--- config.mk ---
export PLATFORM = sky130hd
export DESIGN_NAME = edge_stamp_capture
export DESIGN_NICKNAME = d
export VERILOG_FILES = /design/src/rtl/ecap_pkg.sv /design/src/rtl/ecap_filter.sv /design/src/rtl/ecap_edge_det.sv /design/src/rtl/ecap_prescaler.sv /design/src/rtl/edge_stamp_capture.sv
export SDC_FILE = /design/constraint.sdc
export NUM_CORES = 1
export LEC_CHECK = 0
export BUFFER_PORTS_ARGS = -buffer_cell sky130_fd_sc_hd__buf_2
export CAP_MARGIN = 30
export CORE_MARGIN = 4
export CORE_UTILIZATION = 25
export DETAILED_ROUTE_END_ITERATION = 10
export SYNTH_ARGS = -nofsm -noshare
export SYNTH_HDL_FRONTEND = slang
export SYNTH_SLANG_ARGS = --single-unit
--- constraint.sdc ---
create_clock -name clk -period 4.3 [get_ports clk]
set_clock_uncertainty 0.1 [all_clocks]
set_input_delay 1.29 -clock clk [delete_from_list [all_inputs] [get_ports clk]]
set_output_delay 1.29 -clock clk [all_outputs]
set_load 0.1 [all_outputs]
--- src/rtl/ecap_pkg.sv ---
package ecap_pkg;

    typedef enum logic [1:0] {
        EDGE_NONE = 2'b00,
        EDGE_RISE = 2'b01,
        EDGE_FALL = 2'b10,
        EDGE_BOTH = 2'b11
    } edge_mode_e;

    typedef struct packed {
        logic rise;
        logic fall;
    } edge_ev_t;

    // Qualify a detected transition against the selected polarity mode
    function automatic logic edge_match(edge_mode_e mode, edge_ev_t ev);
        return (mode[0] & ev.rise) | (mode[1] & ev.fall);
    endfunction

endpackage

--- src/rtl/ecap_filter.sv ---
module ecap_filter #(
    parameter int FILT_LEN = 4
) (
    input  logic clk,
    input  logic rst,
    input  logic en,
    input  logic sync_in,
    output logic level
);
    localparam int HIST_W = FILT_LEN - 1;

    logic [HIST_W-1:0]   hist;
    logic [FILT_LEN-1:0] window;
    logic                all_hi;
    logic                all_lo;

    assign window = {hist, sync_in};
    assign all_hi = &window;
    assign all_lo = ~|window;

    always_ff @(posedge clk) begin
        if (rst) begin
            hist  <= '0;
            level <= 1'b0;
        end else begin
            hist <= window[FILT_LEN-2:0];
            if (!en)
                level <= sync_in;
            else if (all_hi)
                level <= 1'b1;
            else if (all_lo)
                level <= 1'b0;
        end
    end


    filt_hold_chk: assert property (@(posedge clk) disable iff (rst)
        (en && $past(en) && !$stable(level)) |->
            ($past(sync_in, 1) == level && $past(sync_in, 2) == level));

endmodule

--- src/rtl/ecap_edge_det.sv ---
module ecap_edge_det
    import ecap_pkg::*;
(
    input  logic       clk,
    input  logic       rst,
    input  logic       level,
    input  edge_mode_e mode,
    output logic       evt
);
    logic     prev;
    edge_ev_t ev;

    assign ev.rise = level & ~prev;
    assign ev.fall = ~level & prev;
    assign evt     = edge_match(mode, ev);

    always_ff @(posedge clk) begin
        if (rst) prev <= 1'b0;
        else     prev <= level;
    end


    edge_pol_chk: assert property (@(posedge clk) disable iff (rst)
        (evt && mode == EDGE_RISE) |-> level);


    edge_none_chk: assert property (@(posedge clk) disable iff (rst)
        (mode == EDGE_NONE) |-> !evt);

endmodule

--- src/rtl/ecap_prescaler.sv ---
module ecap_prescaler #(
    parameter int EVT_W = 4
) (
    input  logic             clk,
    input  logic             rst,
    input  logic             evt,
    input  logic [EVT_W-1:0] limit,
    output logic             fire
);
    logic [EVT_W-1:0] cnt;

    assign fire = evt && (cnt >= limit);

    always_ff @(posedge clk) begin
        if (rst)       cnt <= '0;
        else if (fire) cnt <= '0;
        else if (evt)  cnt <= cnt + 1'b1;
    end


    reload_chk: assert property (@(posedge clk) disable iff (rst)
        fire |=> (cnt == '0));


    step_chk: assert property (@(posedge clk) disable iff (rst)
        (evt && !fire) |=> (cnt == $past(cnt) + 1'b1));

endmodule

--- src/rtl/edge_stamp_capture.sv ---
module edge_stamp_capture
    import ecap_pkg::*;
#(
    parameter int TIMER_W  = 16,
    parameter int EVT_W    = 4,
    parameter int FILT_LEN = 4
) (
    input  logic               clk,
    input  logic               rst,
    input  logic [TIMER_W-1:0] timer_val,
    input  logic               pin_raw,
    input  logic               filt_en,
    input  logic [1:0]         edge_sel,
    input  logic [EVT_W-1:0]   evt_count,
    input  logic               irq_clr,
    output logic [TIMER_W-1:0] cap_val,
    output logic               cap_irq
);
    logic [1:0] sync_q;
    logic       level;
    logic       evt;
    logic       fire;

    always_ff @(posedge clk) begin
        if (rst) sync_q <= '0;
        else     sync_q <= {sync_q[0], pin_raw};
    end

    ecap_filter #(.FILT_LEN(FILT_LEN)) u_filter (
        .clk(clk), .rst(rst), .en(filt_en), .sync_in(sync_q[1]), .level(level)
    );

    ecap_edge_det u_edge (
        .clk(clk), .rst(rst), .level(level),
        .mode(edge_mode_e'(edge_sel)), .evt(evt)
    );

    ecap_prescaler #(.EVT_W(EVT_W)) u_presc (
        .clk(clk), .rst(rst), .evt(evt), .limit(evt_count), .fire(fire)
    );

    always_ff @(posedge clk) begin
        if (rst) begin
            cap_val <= '0;
            cap_irq <= 1'b0;
        end else begin
            if (fire) cap_val <= timer_val;
            if (fire)         cap_irq <= 1'b1;
            else if (irq_clr) cap_irq <= 1'b0;
        end
    end


    cap_hold_chk: assert property (@(posedge clk) disable iff (rst)
        !fire |=> $stable(cap_val));


    set_wins_chk: assert property (@(posedge clk) disable iff (rst)
        fire |=> cap_irq);


    sticky_chk: assert property (@(posedge clk) disable iff (rst)
        (cap_irq && !irq_clr) |=> cap_irq);

endmodule

# Yosys cells after proc, flatten, opt, wreduce, memory -nomap -nowiden

Index checks and enable logic that the tools add are counted.

Add/sub/neg operators: 1
Order comparisons: 1
Eq/ne operators: 1
Multiplexer cells: 5
Bitwise gates (word level): 7
Reductions and logical operators: 5

Operators with widths:

| operator                                       | count |
|---|---|
| 2-to-1 mux 1 bit                               | 5 |
| adder 4 x 1 -> 4 bit (second input constant)   | 1 |
| AND 1 bit                                      | 4 |
| >= comparator 4 bit                            | 1 |
| AND reduction 4 bit                            | 1 |
| OR reduction 4 bit                             | 1 |
| != test 3 x 2 -> 1 bit (second input constant) | 1 |
| inverter 1 bit                                 | 2 |
| nonzero test 2 bit                             | 1 |
| OR reduction 2 bit                             | 1 |
| logical AND 1 bit                              | 1 |
| bitwise OR 1 bit                               | 1 |

Register bits after elaboration: 28
Input port bits: 27
Output and inout bits: 17
Word-level logic and storage cells: 27

# Depth between registers and ports, before layout

Word-level depth: 6
Depth in mapped cells: 7
Depth with buffers taken out: 6

# By module

A second synthesis with hierarchy kept.

Cell total of the unflattened synthesis: 111
Area, all modules: 1168.6 µm²

By module, submodules not included:

| module             | times used | cells each | area each (µm²) | sequential area each (µm²) |
|---|---|---|---|---|
| edge_stamp_capture | 1          | 60         | 669.4           | 380.4 |
| ecap_prescaler     | 1          | 35         | 324.1           | 80.1 |
| ecap_filter        | 1          | 11         | 128.9           | 80.1 |
| ecap_edge_det      | 1          | 5          | 46.3            | 20.0 |

# Worst setup path after synthesis

No wires, ideal clock.

Kind: input -> register
Start point: input port evt_count[0]
End point: register cap_val[10]
Library setup time: 0.121 ns
Arrival: 2.603 ns
Required time: 4.079 ns
Slack: 1.476 ns
Stages: 6
Path buffers: 1
Cells stage by stage: ha_1 nand2b_4 a2111oi_4 nor3_4 buf_8 mux2i_1

Word-level cells in the longest chain between the ends: 2

RTL lines:

| element              | line                     | RTL |
|---|---|---|
| start, declared      | edge_stamp_capture.sv:14 | `input logic [EVT_W-1:0] evt_count,` |
| >= comparator 4 bit  | ecap_prescaler.sv:12     | `assign fire = evt && (cnt >= limit);` |
| logical AND 1 bit    | ecap_prescaler.sv:12     |  |
| end signal, assigned | edge_stamp_capture.sv:47 | `if (fire) cap_val <= timer_val;` |
| end, declared        | edge_stamp_capture.sv:16 | `output logic [TIMER_W-1:0] cap_val,` |

No other way between the ends.
A chain may end at the register's enable or synchronous reset.

# Worst setup path after layout

Start point: input port evt_count[0]
End point: register cap_val[9]

The elaborated chain is that of the path after synthesis.

==> results.sh <==
export IMPL_status="finished clean"
export IMPL_holdCritPathClass="flip-flop to flip-flop"
export IMPL_port_buffers=43
export IMPL_worstSetupEndpointType="flip-flop"
export IMPL_ys_warn_count=0
export IMPL_drt_vias_per_instance=4.02
export IMPL_placementRows=26
export IMPL_fin_crit_sh_pct=63.7
export IMPL_timing_final_crit_period_ps=2740
export IMPL_path_cells="buf_2, ha_1, nand2b_4, a2111oi_4, nor3_4, buf_8, mux2i_1"
export IMPL_setup_viol=0
export IMPL_pin_count=44
export IMPL_ys_ff_latch=28
export IMPL_slew_headroom_pct=63.6
export IMPL_synth_avg_cell_area_um2=10.1
export IMPL_cp_slowest_stage_delay_ps=500
export IMPL_synth_fp_nets=162
export IMPL_met1_usage_pct=9.77
export IMPL_peakVddDrop_v=0.0000937
export IMPL_busiest_layer="met2"
export IMPL_clkLatencyLatePin_ps=260
export IMPL_die_height_um=80.5
export IMPL_hold_violations=0
export IMPL_final_area_um2=1630
export IMPL_placedInstanceArea_um2=1590
export IMPL_setup_tns_ps=0
export IMPL_cp_max_fo=10
export IMPL_num_antenna_cells=0
export IMPL_synthCells=130
export IMPL_antenna_found_initial=0
export IMPL_core_area_um2=5110
export IMPL_path_class="input port to flip-flop"
export IMPL_cp_data_required_time_ps=4360
export IMPL_clk_pin_slew_ps=90
export IMPL_ys_async_sr_fraction_pct=0
export IMPL_drive_gt1_share_pct=29.8
export IMPL_worstSetupStartpointType="input port"
export IMPL_routed_wl_um=2350
export IMPL_grt_pass1_vias=936
export IMPL_ys_types=26
export IMPL_netlist_area_um2=1320
export IMPL_avgRoutedWirePerCell_um=9.75
export IMPL_cts_sinks=28
export IMPL_numCtsBuffers=3
export IMPL_clock_path_buffers=2
export IMPL_drv_cap=0
export IMPL_die_w_um=80.5
export IMPL_cts_setup_buffers=0
export IMPL_track_usage_pct=7.65
export IMPL_drtIter0Drc=26
export IMPL_synthFlopType="dfxtp_1"
export IMPL_grt_use_met3_pct=2.02
export IMPL_grt_max_degree=44
export IMPL_nFillCells=550
export IMPL_start_util_pct=25.7
export IMPL_postRouteAntennaNets=0
export IMPL_rsz0062_at_grt="false"
export IMPL_cts_tree="done"
export IMPL_drcViolationCount=0
export IMPL_arrival_ps=2800
export IMPL_fin_nets=205
export IMPL_fmax_mhz=365
export IMPL_crit_slowest_cell="a2111oi_4"
export IMPL_firstDrtPassIters=3
export IMPL_root_buffer="clkbuf_8"
export IMPL_synth_edf_count=0
export IMPL_cts_hold_buf=0
export IMPL_worstMarginPinSlew_ps=546
export IMPL_vias=968
export IMPL_powerDensity_nw_per_um2=267
export IMPL_htreeDepth=1
export IMPL_p_leak_nw=0.701
export IMPL_dieArea_um2=6480
export IMPL_dp_hpwl_um=1820
export IMPL_overflow=0
export IMPL_syn2layout_area_growth_pct=24.2
export IMPL_ys_seq_area_share_pct=42.6
export IMPL_cts_resized=0
export IMPL_gp_congestion=0.740
export IMPL_grt_pass1_wl_um=3980
export IMPL_grt_util_met2_pct=11.9
export IMPL_drv_slew=0
power breakdown:
group	internal [W]	switching, W
clock	0.0000627	0.0000733
combinational	0.0000209	0.0000172
sequential	0.000261	0.000000976
stage by stage:
step	utilization, %	worst slack, ps	total power (W)	std cells	hold slack, ps
2_1_floorplan	-	1480	0.000292	130	314
3_3_place_gp	30.9	1080	0.000307	237	321
3_5_place_dp	31.2	1260	0.000307	238	330
4_1_cts	32.0	1550	0.000447	241	352
5_1_grt	32.0	1450	0.000462	241	377
6_report	32.0	1560	0.000436	241	347
cell families after synthesis:
kind of cell | share of synthesized area [%]
AO/OA/AOI/OAI | 8.75
adder cells (fa/ha/maj) | 4.76
buffers and inverters | 4.28
flip-flops | 42.6
multiplexers | 12.2
AND/OR/NAND/NOR | 27.4
layer usage:
| metal | vias up | routed length (um) |
|---|---|---|
| li1 | 518 | - |
| met1 | 427 | 1140 |
| met2 | 21 | 1070 |
| met3 | 2 | 130 |
| met4 | 0 | 14 |
| met5 | - | 0 |
state kept, by name (all words and copies together) (netlist names):
register and cells:
cap_val 16, u_presc.cnt 4, u_filter.hist 3, sync_q 2, cap_irq 1, u_edge.prev 1
u_filter.level 1
layout make-up:
class | count | area, um2 | area share, %
Clock buffer | 3 | 41.3 | 2.53
Inverter | 4 | 15.0 | 0.920
Tap cell | 70 | 87.6 | 5.36
Timing Repair Buffer | 44 | 230 | 14.1
Multi-Input combinational cell | 92 | 698 | 42.8
Sequential cell | 28 | 561 | 34.3
final timing paths:
kind,from,to,slack [ps],depth (start not counted)
worst max-delay path,evt_count[0],cap_val[9],1560,7
worst min-delay path,sync_q[0],sync_q[1],350,1
worst max register to register,u_presc.cnt[0],cap_val[9],2210,7
worst min register to register,sync_q[0],sync_q[1],350,1
worst max-delay path, delay by kind of cell:
family / cells / cell delay, ps
compound gates: 1 / 500
simple gates: 2 / 310
fa+ha+maj: 1 / 270
buf+inv: 2 / 290
mux: 1 / 120
placed cells by master (no fill, tap or decap):
cell	n
nand2b_4	1
a21oi_1	5
a32o_1	1
inv_1	4
nand3_1	2
nor3_4	1
nor2b_1	8
o211ai_1	2
and2_1	1
or4_1	1
o22ai_1	2
a211oi_1	1
mux2i_1	16
nor2_1	1
o21a_1	1
a2111oi_4	1
clkbuf_8	3
nand2_1	6
nand2b_1	33
o21ba_1	1
dfxtp_1	28
and2_4	1
buf_2	43
ha_1	5
buf_8	1
nand3b_1	2
synthesized netlist by cell type, drive strengths merged (2+ instances only):
cell | n | share of area (%)
clkbuf | 4 | 1.1
ha | 5 | 4.8
nand2b | 34 | 17
nand2 | 6 | 1.7
mux2i | 16 | 12
o211ai | 2 | 1.1
inv | 4 | 1.1
and2 | 2 | 1.1
o22ai | 2 | 0.95
nor2b | 8 | 3.8
nand3 | 2 | 0.76
nand3b | 2 | 1.1
dfxtp | 28 | 43
buf | 2 | 2.0
a21oi | 5 | 1.9
Note: power is estimated with default switching activity, not from simulation.
